==> src/rtl/adc_mux_ctl_pkg.sv <==
package adc_mux_ctl_pkg;
  localparam int unsigned WORD_W    = 16;
  localparam int unsigned CH_N      = 10;
  localparam int unsigned DIFF_N    = 8;
  localparam int unsigned SEL_W     = 4;
  localparam int unsigned SEL_LSB   = 1;
  localparam int unsigned MASK_LSB  = SEL_LSB + SEL_W;
  localparam int unsigned DLY_BIT   = MASK_LSB + CH_N;
  localparam int unsigned BUSY_BIT  = 0;
  localparam int unsigned DONE_BIT  = 2;
  localparam int unsigned ERR_BIT   = 3;
  localparam logic [WORD_W-1:0] MID_CODE = WORD_W'(1) << (WORD_W - 1);

  typedef enum logic [1:0] {
    A_CTRL = 2'd0,
    A_STAT = 2'd1,
    A_IEN  = 2'd2,
    A_DATA = 2'd3
  } reg_addr_e;

  typedef enum logic [1:0] {
    S_IDLE,
    S_SETTLE,
    S_CONV
  } seq_state_e;

  typedef struct packed {
    logic             dly;
    logic [CH_N-1:0]  mask;
    logic [SEL_W-1:0] sel;
  } conv_req_t;
endpackage

==> src/rtl/adc_ctl_stub.sv <==
module adc_ctl_stub
  import adc_mux_ctl_pkg::*;
#(
  parameter int unsigned CONV_LAT = 6
) (
  input  logic                     clk_i,
  input  logic                     rst_ni,
  input  logic                     go_i,
  input  logic [SEL_W-1:0]         ch_i,
  input  logic [DIFF_N*WORD_W-1:0] analog_i,
  output logic                     valid_o,
  output logic [WORD_W-1:0]        code_o
);
  localparam int unsigned CW = $clog2(CONV_LAT + 1);

  logic              active_q;
  logic [CW-1:0]     cnt_q;
  logic [WORD_W-1:0] code_q;
  logic [WORD_W-1:0] pick;
  logic              valid_q;

  // input 8 is full-scale positive, 9 and out-of-range are midscale
  always_comb begin
    pick = MID_CODE;
    if (ch_i == SEL_W'(DIFF_N)) pick = '1;
    for (int i = 0; i < int'(DIFF_N); i++)
      if (ch_i == SEL_W'(i)) pick = analog_i[i*WORD_W +: WORD_W];
  end

  always_ff @(posedge clk_i or negedge rst_ni) begin
    if (!rst_ni) begin
      active_q <= 1'b0;
      cnt_q    <= '0;
      code_q   <= '0;
      valid_q  <= 1'b0;
    end else begin
      valid_q <= 1'b0;
      if (go_i) begin
        active_q <= 1'b1;
        cnt_q    <= CW'(CONV_LAT - 1);
        code_q   <= pick;
      end else if (active_q) begin
        if (cnt_q == '0) begin
          active_q <= 1'b0;
          valid_q  <= 1'b1;
        end else begin
          cnt_q <= cnt_q - 1'b1;
        end
      end
    end
  end

  assign valid_o = valid_q;
  assign code_o  = code_q;

  a_r3_valid_pulse: assert property (@(posedge clk_i) disable iff (!rst_ni)
    valid_q |=> !valid_q);
endmodule

==> src/rtl/adc_ctl_seq.sv <==
module adc_ctl_seq
  import adc_mux_ctl_pkg::*;
#(
  parameter int unsigned SETTLE_CYC = 20
) (
  input  logic             clk_i,
  input  logic             rst_ni,
  input  logic             start_i,
  input  conv_req_t        req_i,
  input  logic             valid_i,
  output logic             busy_o,
  output logic             go_o,
  output logic [SEL_W-1:0] ch_o,
  output logic             done_set_o,
  output logic             err_set_o
);
  localparam int unsigned CW = $clog2(SETTLE_CYC + 1);

  seq_state_e       state_q;
  logic [CW-1:0]    cnt_q;
  logic [SEL_W-1:0] sel_q;
  logic             err_q;
  logic             go_q;

  function automatic logic ch_enabled(logic [SEL_W-1:0] s, logic [CH_N-1:0] m);
    logic ok;
    ok = 1'b0;
    for (int i = 0; i < int'(CH_N); i++)
      if (s == SEL_W'(i) && m[i]) ok = 1'b1;
    return ok;
  endfunction

  always_ff @(posedge clk_i or negedge rst_ni) begin
    if (!rst_ni) begin
      state_q <= S_IDLE;
      cnt_q   <= '0;
      sel_q   <= '0;
      err_q   <= 1'b0;
      go_q    <= 1'b0;
    end else begin
      go_q <= 1'b0;
      unique case (state_q)
        S_IDLE: if (start_i) begin
          sel_q <= req_i.sel;
          err_q <= !ch_enabled(req_i.sel, req_i.mask);
          if (req_i.dly) begin
            state_q <= S_SETTLE;
            cnt_q   <= CW'(SETTLE_CYC - 1);
          end else begin
            state_q <= S_CONV;
            go_q    <= 1'b1;
          end
        end
        S_SETTLE: begin
          if (cnt_q == '0) begin
            state_q <= S_CONV;
            go_q    <= 1'b1;
          end else begin
            cnt_q <= cnt_q - 1'b1;
          end
        end
        S_CONV: if (valid_i) state_q <= S_IDLE;
        default: state_q <= S_IDLE;
      endcase
    end
  end

  assign busy_o     = (state_q != S_IDLE);
  assign go_o       = go_q;
  assign ch_o       = sel_q;
  assign done_set_o = (state_q == S_CONV) && valid_i;
  assign err_set_o  = done_set_o && err_q;

  a_r3_valid_in_conv: assert property (@(posedge clk_i) disable iff (!rst_ni)
    valid_i |-> state_q == S_CONV);
  a_r2_busy_from_start: assert property (@(posedge clk_i) disable iff (!rst_ni)
    $rose(busy_o) |-> $past(start_i));
  a_r4_settle_no_go: assert property (@(posedge clk_i) disable iff (!rst_ni)
    (state_q == S_SETTLE && cnt_q != '0) |=> !go_q);
endmodule

==> src/rtl/adc_ctl_regs.sv <==
module adc_ctl_regs
  import adc_mux_ctl_pkg::*;
(
  input  logic              clk_i,
  input  logic              rst_ni,
  input  logic              wr_en_i,
  input  logic [1:0]        addr_i,
  input  logic [WORD_W-1:0] wdata_i,
  input  logic              busy_i,
  input  logic              done_set_i,
  input  logic              err_set_i,
  input  logic [WORD_W-1:0] raw_i,
  output logic              start_o,
  output conv_req_t         req_o,
  output logic [WORD_W-1:0] rdata_o,
  output logic              irq_o
);
  logic [WORD_W-1:1] ctrl_q;
  logic              done_q;
  logic              err_q;
  logic              ien_q;
  logic [WORD_W-1:0] data_q;

  logic wr_ctrl, wr_stat, wr_ien;

  assign wr_ctrl = wr_en_i && (addr_i == A_CTRL) && !busy_i;
  assign wr_stat = wr_en_i && (addr_i == A_STAT);
  assign wr_ien  = wr_en_i && (addr_i == A_IEN);

  assign start_o = wr_ctrl && wdata_i[0];
  assign req_o   = conv_req_t'(wdata_i[DLY_BIT:SEL_LSB]);

  always_ff @(posedge clk_i or negedge rst_ni) begin
    if (!rst_ni) begin
      ctrl_q <= '0;
      done_q <= 1'b0;
      err_q  <= 1'b0;
      ien_q  <= 1'b0;
      data_q <= '0;
    end else begin
      if (wr_ctrl) ctrl_q <= wdata_i[WORD_W-1:1];
      if (wr_ien)  ien_q  <= wdata_i[DONE_BIT];
      // a completion outranks a same-edge clear
      if (done_set_i)                         done_q <= 1'b1;
      else if (wr_stat && wdata_i[DONE_BIT]) done_q <= 1'b0;
      if (err_set_i)                          err_q  <= 1'b1;
      else if (wr_stat && wdata_i[ERR_BIT])  err_q  <= 1'b0;
      if (done_set_i) data_q <= raw_i ^ MID_CODE;
    end
  end

  always_comb begin
    rdata_o = '0;
    unique case (addr_i)
      A_CTRL: rdata_o = {ctrl_q, 1'b0};
      A_STAT: begin
        rdata_o[BUSY_BIT] = busy_i;
        rdata_o[DONE_BIT] = done_q;
        rdata_o[ERR_BIT]  = err_q;
      end
      A_IEN:  rdata_o[DONE_BIT] = ien_q;
      A_DATA: rdata_o = data_q;
      default: rdata_o = '0;
    endcase
  end

  assign irq_o = done_q & ien_q;

  a_r6_set_wins: assert property (@(posedge clk_i) disable iff (!rst_ni)
    done_set_i |=> done_q);
  a_r6_w1c: assert property (@(posedge clk_i) disable iff (!rst_ni)
    (wr_stat && wdata_i[DONE_BIT] && !done_set_i) |=> !done_q);
  a_r9_busy_hold: assert property (@(posedge clk_i) disable iff (!rst_ni)
    busy_i |=> $stable(ctrl_q));
  a_r5_msb_flip: assert property (@(posedge clk_i) disable iff (!rst_ni)
    done_set_i |=> data_q[WORD_W-1] != $past(raw_i[WORD_W-1]));
  a_r10_data_hold: assert property (@(posedge clk_i) disable iff (!rst_ni)
    !done_set_i |=> $stable(data_q));
  a_r8_err_sticky: assert property (@(posedge clk_i) disable iff (!rst_ni)
    (err_q && !(wr_stat && wdata_i[ERR_BIT])) |=> err_q);
endmodule

==> src/rtl/adc_mux_ctl.sv <==
module adc_mux_ctl
  import adc_mux_ctl_pkg::*;
#(
  parameter int unsigned CONV_LAT   = 6,
  parameter int unsigned SETTLE_CYC = 20
) (
  input  logic                     clk_i,
  input  logic                     rst_ni,
  input  logic                     wr_en_i,
  input  logic [1:0]               addr_i,
  input  logic [WORD_W-1:0]        wdata_i,
  input  logic [DIFF_N*WORD_W-1:0] analog_i,
  output logic [WORD_W-1:0]        rdata_o,
  output logic                     irq_o
);
  logic              start, busy, go, valid, done_set, err_set;
  conv_req_t         req;
  logic [SEL_W-1:0]  ch;
  logic [WORD_W-1:0] code;

  adc_ctl_regs u_regs (
    .clk_i      (clk_i),
    .rst_ni     (rst_ni),
    .wr_en_i    (wr_en_i),
    .addr_i     (addr_i),
    .wdata_i    (wdata_i),
    .busy_i     (busy),
    .done_set_i (done_set),
    .err_set_i  (err_set),
    .raw_i      (code),
    .start_o    (start),
    .req_o      (req),
    .rdata_o    (rdata_o),
    .irq_o      (irq_o)
  );

  adc_ctl_seq #(.SETTLE_CYC(SETTLE_CYC)) u_seq (
    .clk_i      (clk_i),
    .rst_ni     (rst_ni),
    .start_i    (start),
    .req_i      (req),
    .valid_i    (valid),
    .busy_o     (busy),
    .go_o       (go),
    .ch_o       (ch),
    .done_set_o (done_set),
    .err_set_o  (err_set)
  );

  adc_ctl_stub #(.CONV_LAT(CONV_LAT)) u_stub (
    .clk_i    (clk_i),
    .rst_ni   (rst_ni),
    .go_i     (go),
    .ch_i     (ch),
    .analog_i (analog_i),
    .valid_o  (valid),
    .code_o   (code)
  );

  a_r7_irq_needs_done: assert property (@(posedge clk_i) disable iff (!rst_ni)
    $rose(irq_o) |-> $past(done_set) || $past(wr_en_i && addr_i == A_IEN));
endmodule

==> config.mk <==
export PLATFORM = sky130hd
export DESIGN_NAME = adc_mux_ctl
export DESIGN_NICKNAME = d
export VERILOG_FILES = /design/src/rtl/adc_mux_ctl_pkg.sv /design/src/rtl/adc_ctl_stub.sv /design/src/rtl/adc_ctl_seq.sv /design/src/rtl/adc_ctl_regs.sv /design/src/rtl/adc_mux_ctl.sv
export SDC_FILE = /design/constraint.sdc
export NUM_CORES = 1
export LEC_CHECK = 0
export BUFFER_PORTS_ARGS = -buffer_cell sky130_fd_sc_hd__buf_2
export CAP_MARGIN = 20
export CORE_UTILIZATION = 46
export DETAILED_ROUTE_END_ITERATION = 16
export GPL_ROUTABILITY_DRIVEN = 0
export PLACE_DENSITY = 0.86
export RECOVER_POWER = 25
export REMOVE_ABC_BUFFERS = 1
export SYNTH_ARGS = -nofsm -noshare
export SYNTH_HDL_FRONTEND = slang
export SYNTH_HIERARCHICAL = 1
export SYNTH_SLANG_ARGS = --single-unit
==> constraint.sdc <==
create_clock -name clk_i -period 2.2 [get_ports clk_i]
set_input_delay 0.22 -clock clk_i [delete_from_list [all_inputs] [get_ports clk_i]]
set_output_delay 0.22 -clock clk_i [all_outputs]
set_load 0.03 [all_outputs]
# ---- Word-level counts from Yosys, hierarchy flattened
# Index checks and enable logic that the tools add are counted.
dict set report totals {
  out_inout_bits 17
  regBits 68
  input_bits 149
}
dict set report op_classes {
  bitwise_logic 2
  add_sub_neg 2
  reduce_logical 36
  n_mux 52
  n_eq_ne 28
}
# op n
set ops {}
lappend ops {{2-to-1 mux 16 bit} 8}
lappend ops {{equality test 4 x 3 -> 1 bit (second input constant)} 8}
lappend ops {{2-to-1 mux 1 bit} 25}
lappend ops {{case mux 12 bit (2 select lines)} 1}
lappend ops {{logical AND 1 bit} 19}
lappend ops {{equality test 4 x 2 -> 1 bit (second input constant)} 4}
lappend ops {{2-to-1 mux 15 bit} 1}
lappend ops {{2-to-1 mux 5 bit} 3}
lappend ops {{equality test 4 bit (second input constant)} 3}
lappend ops {{case mux 5 bit (2 select lines)} 1}
lappend ops {{nonzero test 2 bit} 5}
lappend ops {{2-to-1 mux 3 bit} 3}
lappend ops {{equality test 4 x 1 -> 1 bit (second input constant)} 2}
lappend ops {{zero test 4 bit} 2}
lappend ops {{2-to-1 mux 2 bit} 4}
lappend ops {{!= test 2 bit (second input constant)} 4}
lappend ops {{equality test 2 bit (second input constant)} 3}
lappend ops {{case mux 1 bit (2 select lines)} 3}
lappend ops {{case mux 2 bit (3 select lines)} 1}
lappend ops {{zero test 5 bit} 1}
lappend ops {{subtractor 5 x 1 -> 5 bit (second input constant)} 1}
lappend ops {{equality test 2 x 1 -> 1 bit (second input constant)} 2}
lappend ops {{zero test 2 bit} 2}
lappend ops {{!= test 2 x 1 -> 1 bit (second input constant)} 2}
lappend ops {{10 further kinds} 12}

# ---- Longest topological paths before layout
dict set report depth {
  ltp_word 15
  mapped_depth 9
}

# ---- Modules after synthesis
# The synthesis kept the hierarchy.
# module n_inst cells_per_inst seq_area_each_um2 area_per_inst_um2
set modules_own_cells {}
lappend modules_own_cells {adc_ctl_stub 1 299 525.5 2272.2}
lappend modules_own_cells {adc_ctl_regs 1 138 850.8 1731.7}
lappend modules_own_cells {adc_ctl_seq 1 69 325.3 733.2}

# ---- Worst setup path before layout
# Ideal clock, no wire load.
dict set report synth_path {
  path_kind {flip-flop to flip-flop}
  startpoint {register u_seq.state_q[0]}
  endpoint {register u_seq.sel_q[0] (netlist: u_seq/ch_o[0])}
  arrival_time_ps 1951
  stages_incl_launch_ff 7
  setup_slack_ps 124
  cell_sequence {dfrtp_1 > or2_2 > nand3b_4 > buf_6 > nor2_1 > nor3b_2 > mux2_2}
}
dict set report synth_via {
  elab_chain_len 5
}
# element line_no
set synth_lines {}
lappend synth_lines {{start: declaration} adc_ctl_seq.sv:19} ;# seq_state_e state_q;
lappend synth_lines {{start signal: assignment} adc_ctl_seq.sv:35} ;# state_q <= S_IDLE;
lappend synth_lines {{start signal: assignment} adc_ctl_seq.sv:47} ;# state_q <= S_SETTLE;
lappend synth_lines {{start signal: assignment} adc_ctl_seq.sv:50} ;# state_q <= S_CONV;
lappend synth_lines {{nonzero test 2 bit} adc_ctl_seq.sv:68} ;# assign busy_o = (state_q != S_IDLE);
lappend synth_lines {{via busy} adc_mux_ctl.sv:16} ;# logic start, busy, go, valid, done_set, err_set;
lappend synth_lines {{zero test 1 bit} adc_ctl_regs.sv:26} ;# assign wr_ctrl = wr_en_i && (addr_i == A_CTRL) && !busy_i;
lappend synth_lines {{logical AND 1 bit} adc_ctl_regs.sv:26}
lappend synth_lines {{logical AND 1 bit} adc_ctl_regs.sv:30} ;# assign start_o = wr_ctrl && wdata_i[0];
lappend synth_lines {{via start} adc_mux_ctl.sv:16}
lappend synth_lines {{AND reduction 2 bit (no line)} -}
lappend synth_lines {{end signal: assignment} adc_ctl_seq.sv:44} ;# sel_q <= req_i.sel;
lappend synth_lines {{end: declaration} adc_ctl_seq.sv:21} ;# logic [SEL_W-1:0] sel_q;
# The timed path passes the listed nets, and every way through them passes these cells.
# A chain may end at the register's enable or synchronous reset.

# ---- Worst setup path after layout
# Ends and elaborated chain as after synthesis.

==> impl_metrics.tcl <==
set metrics [dict create \
    layout_min_cycle_time_ps 1940 \
    dr.pass1.iters 6 \
    dpl_worst_slack_ps 288 \
    critical-path-max-stage-delay_ps 460 \
    design.portCount 166 \
    grt_max_degree 34 \
    buffer_ports.inserted 165 \
    instances_no_fill 785 \
    layout-drive-gt1-share 0.396 \
    layout.nets 806 \
    number_of_global_route_vias_before_repair 4287 \
    grt_util_all_layers 0.257 \
    fillers 840 \
    route.detailed.vias_per_inst 5.70 \
    grt_remaining_overflow 0 \
    cts.reportedPaths.clkPinSlew_ps 70 \
    postPlaceCellArea_um2 5570 \
    cts_root_buffer "sky130_fd_sc_hd__clkbuf_8" \
    post_drt_wl_per_cell_um 16.9 \
    power.total_uw 6720 \
    power-per-cell-area_nw_per_um2 1150 \
    cp_cell_sequence "or2_2, nand3b_4, nor2_1, nor3b_2, buf_4, mux2_2" \
    post_synth.cell_area_avg_um2 9.36 \
    cts-htree-levels 3 \
    status "complete, no violations" \
    grt_first_pass_wirelength_um 20700 \
    required_time_of_the_critical_path_ps 2440 \
    route.final.wire_length_um 13300 \
    crit_arrival_ps 2170 \
    max-slew-margin-rel 0.0212 \
    synth-edff-count 0 \
    p_leak_uw 0.00284 \
    setup.worst_path.end_class "flip-flop" \
    postSynthRegisterBits 68 \
    synth-main-ff-cell "sky130_fd_sc_hd__dfrtp_1" \
    flow.area_growth_from_synthesis_pct 23.1 \
    initial_core_util 0.480 \
    count_of_standard_cell_rows 36 \
    initial_antenna_violation_count 0 \
    layout.cells.most_common_list "163 x sky130_fd_sc_hd__buf_2, 67 x sky130_fd_sc_hd__dfrtp_1, 37 x sky130_fd_sc_hd__nor2_1, 37 x sky130_fd_sc_hd__o21ai_0, 34 x sky130_fd_sc_hd__mux2_2" \
    layout_setup_ws_ps 265 \
    synth-warning-count 6 \
    detail-route-antenna-nets 0 \
    skew_ps 5.64 \
    mostFrequentLayoutCell "sky130_fd_sc_hd__buf_2" \
    ys_types 58 \
    ys_seq_area_frac 0.359 \
    clk_latency_ps 350 \
    core_area_um2 9860 \
    final-max-slew-violation-count 0 \
    detailedRoute.firstIterationViolations 186 \
    die-area_um2 10700 \
    tritoncts "done" \
    grt_setup_unrepaired "false" \
    clock-sinks 68 \
    num_vias 4478 \
    finalCritPeriodShare 0.880 \
    max_slew.worst_pin.slew_ps 1470 \
    achievable-frequency_mhz 517 \
    worst_setup_path_start_kind "flip-flop" \
    layout.core_utilization 0.591 \
    die_w_um 103 \
    clk_path_buf_depth 2 \
    place.detailed.hpwl_um 10100 \
    antenna_cells_inserted 0 \
    crit_fanout 8 \
    setup_violations 0 \
    layout.cell_area.non_filler_um2 5830 \
    report.final.hold_viol_count 0 \
    cts_made_buffers 9 \
    post_synth_instance_area_um2 4740 \
    vdd_ir_drop_max_mv 0.628 \
    drt_drc_violations_left 0 \
    timing.hold.worst.class "input pin to flip-flop" \
    floorplan.die.height_um 103 \
    async_flop_share 1.00 \
    synthCells 506 \
    category_of_the_critical_setup_timing_path "flip-flop to flip-flop" \
    setup.reg_to_reg.worst_slack_ps 260 \
    crit_path_top_delay_cell "sky130_fd_sc_hd__dfrtp_1" \
    cts_repair_resize_count 0 \
    timing.max_cap.violations 0 \
    dp.cells 768 \
]
-- final timing paths --
kind | depth (start not counted) | start | to
max in group asynchronous | 3 | rst_ni | u_seq/ch_o[0]$_DFFE_PN0P_
hold reg to reg | 1 | u_regs/err_q$_DFFE_PN0P_ | u_regs/err_q$_DFFE_PN0P_
hold / removal | 2 | wdata_i[11] | u_regs/ctrl_q[11]$_DFFE_PN0P_
setup reg to reg | 6 | u_seq/state_q[0]$_DFFE_PN0P_ | u_seq/ch_o[0]$_DFFE_PN0P_
setup / recovery | 6 | u_seq/state_q[0]$_DFFE_PN0P_ | u_seq/ch_o[0]$_DFFE_PN0P_
min in group asynchronous | 2 | rst_ni | u_seq/state_q[1]$_DFFE_PN0P_
-- cells in the mapped netlist (all sizes together), types with 4 or more instances --
master   count  share of area
nand2       28          0.024
clkbuf      14          0.011
inv         18          0.014
o21ai       49          0.052
a21oi       17          0.018
o211ai      10          0.020
nor2b        4         0.0053
nor3        11          0.012
a22o         9          0.017
a211oi       8          0.013
buf         38          0.053
ha          10          0.026
nor3b        7          0.013
a21boi       4         0.0063
a2bb2oi      4         0.0074
dfrtp       68           0.36
mux2        44           0.11
nor2        37          0.029
a31o         5         0.0092
a22oi       13          0.021
mux2i       21          0.044
nand3        5         0.0053
nand2b      25          0.033
a31oi       12          0.016
-- cell type report --
cell class,instances,area [um^2],area share
flip-flops and latches,68,1700,0.292
clock inverters,4,95.1,0.0163
inverters,18,67.6,0.0116
well taps,133,166,0.0285
repair buffers,182,978,0.168
clock buffers,12,155,0.0266
multi-input cells,368,2670,0.457
-- per-layer routing --
| metal | part of all wire | vias to the layer above | track usage |
|---|---|---|---|
| met4 | 0.017 | 0 | 0.0845 |
| met3 | 0.080 | 20 | 0.0571 |
| li1 | - | 2096 | - |
| met5 | 0 | - | 0 |
| met2 | 0.49 | 221 | 0.439 |
| met1 | 0.41 | 2141 | 0.324 |
-- flip-flops by register name (all words and copies together) (netlist names) --
signal and count:
u_regs/data_q 16, u_stub/code_o 16, u_regs/ctrl_q 15, u_seq/cnt_q 5, u_seq/ch_o 4, u_stub/cnt_q 3
u_seq/state_q 2, u_regs/done_q 1, u_regs/err_q 1, u_regs/ien_q 1, u_seq/err_q 1, u_seq/go_o 1
u_stub/active_q 1, u_stub/valid_o 1
-- what timing repair did --
action	CTS	global route
hold buffers	1	0
endpoints found under the hold margin	23	0
setup buffers	0	0
-- worst max-delay path, delay by kind of cell, from the launching register on --
family,cells,cell delay (ps)
flip-flops,1,460
buffers and inverters,1,180
multiplexers,1,340
AND/OR/NAND/NOR,4,840
-- kinds of logic (layout without fill, tap and decap cells) --
kind of cell / after synthesis / in the layout / synth area share
DFF: 68 / 68 / 0.359
and+or+nand+nor: 139 / 139 / 0.161
xor gates and xnor gates: 3 / 3 / 0.00555
AOI/OAI and AO/OA: 151 / 151 / 0.213
buffers and inverters: 70 / 216 / 0.0779
muxes: 65 / 65 / 0.157
adders and majority gates: 10 / 10 / 0.0264
-- power breakdown --
part / internal (uW) / switching [uW] / leakage [uW]
Clock: 814 / 466 / 0.000127
Sequential: 1790 / 569 / 0.000837
Combinational: 1470 / 1610 / 0.00188
Total: 4070 / 2650 / 0.00284
-- per-stage QoR --
stage          hold slack, ps  setup TNS, ps
2_1_floorplan           -75.6          -8620
3_3_place_gp              251              0
3_5_place_dp              253              0
4_1_cts                   113              0
5_1_grt                   112              0
6_report                  131              0
No activity file was read; power rests on OpenSTA's default activity.
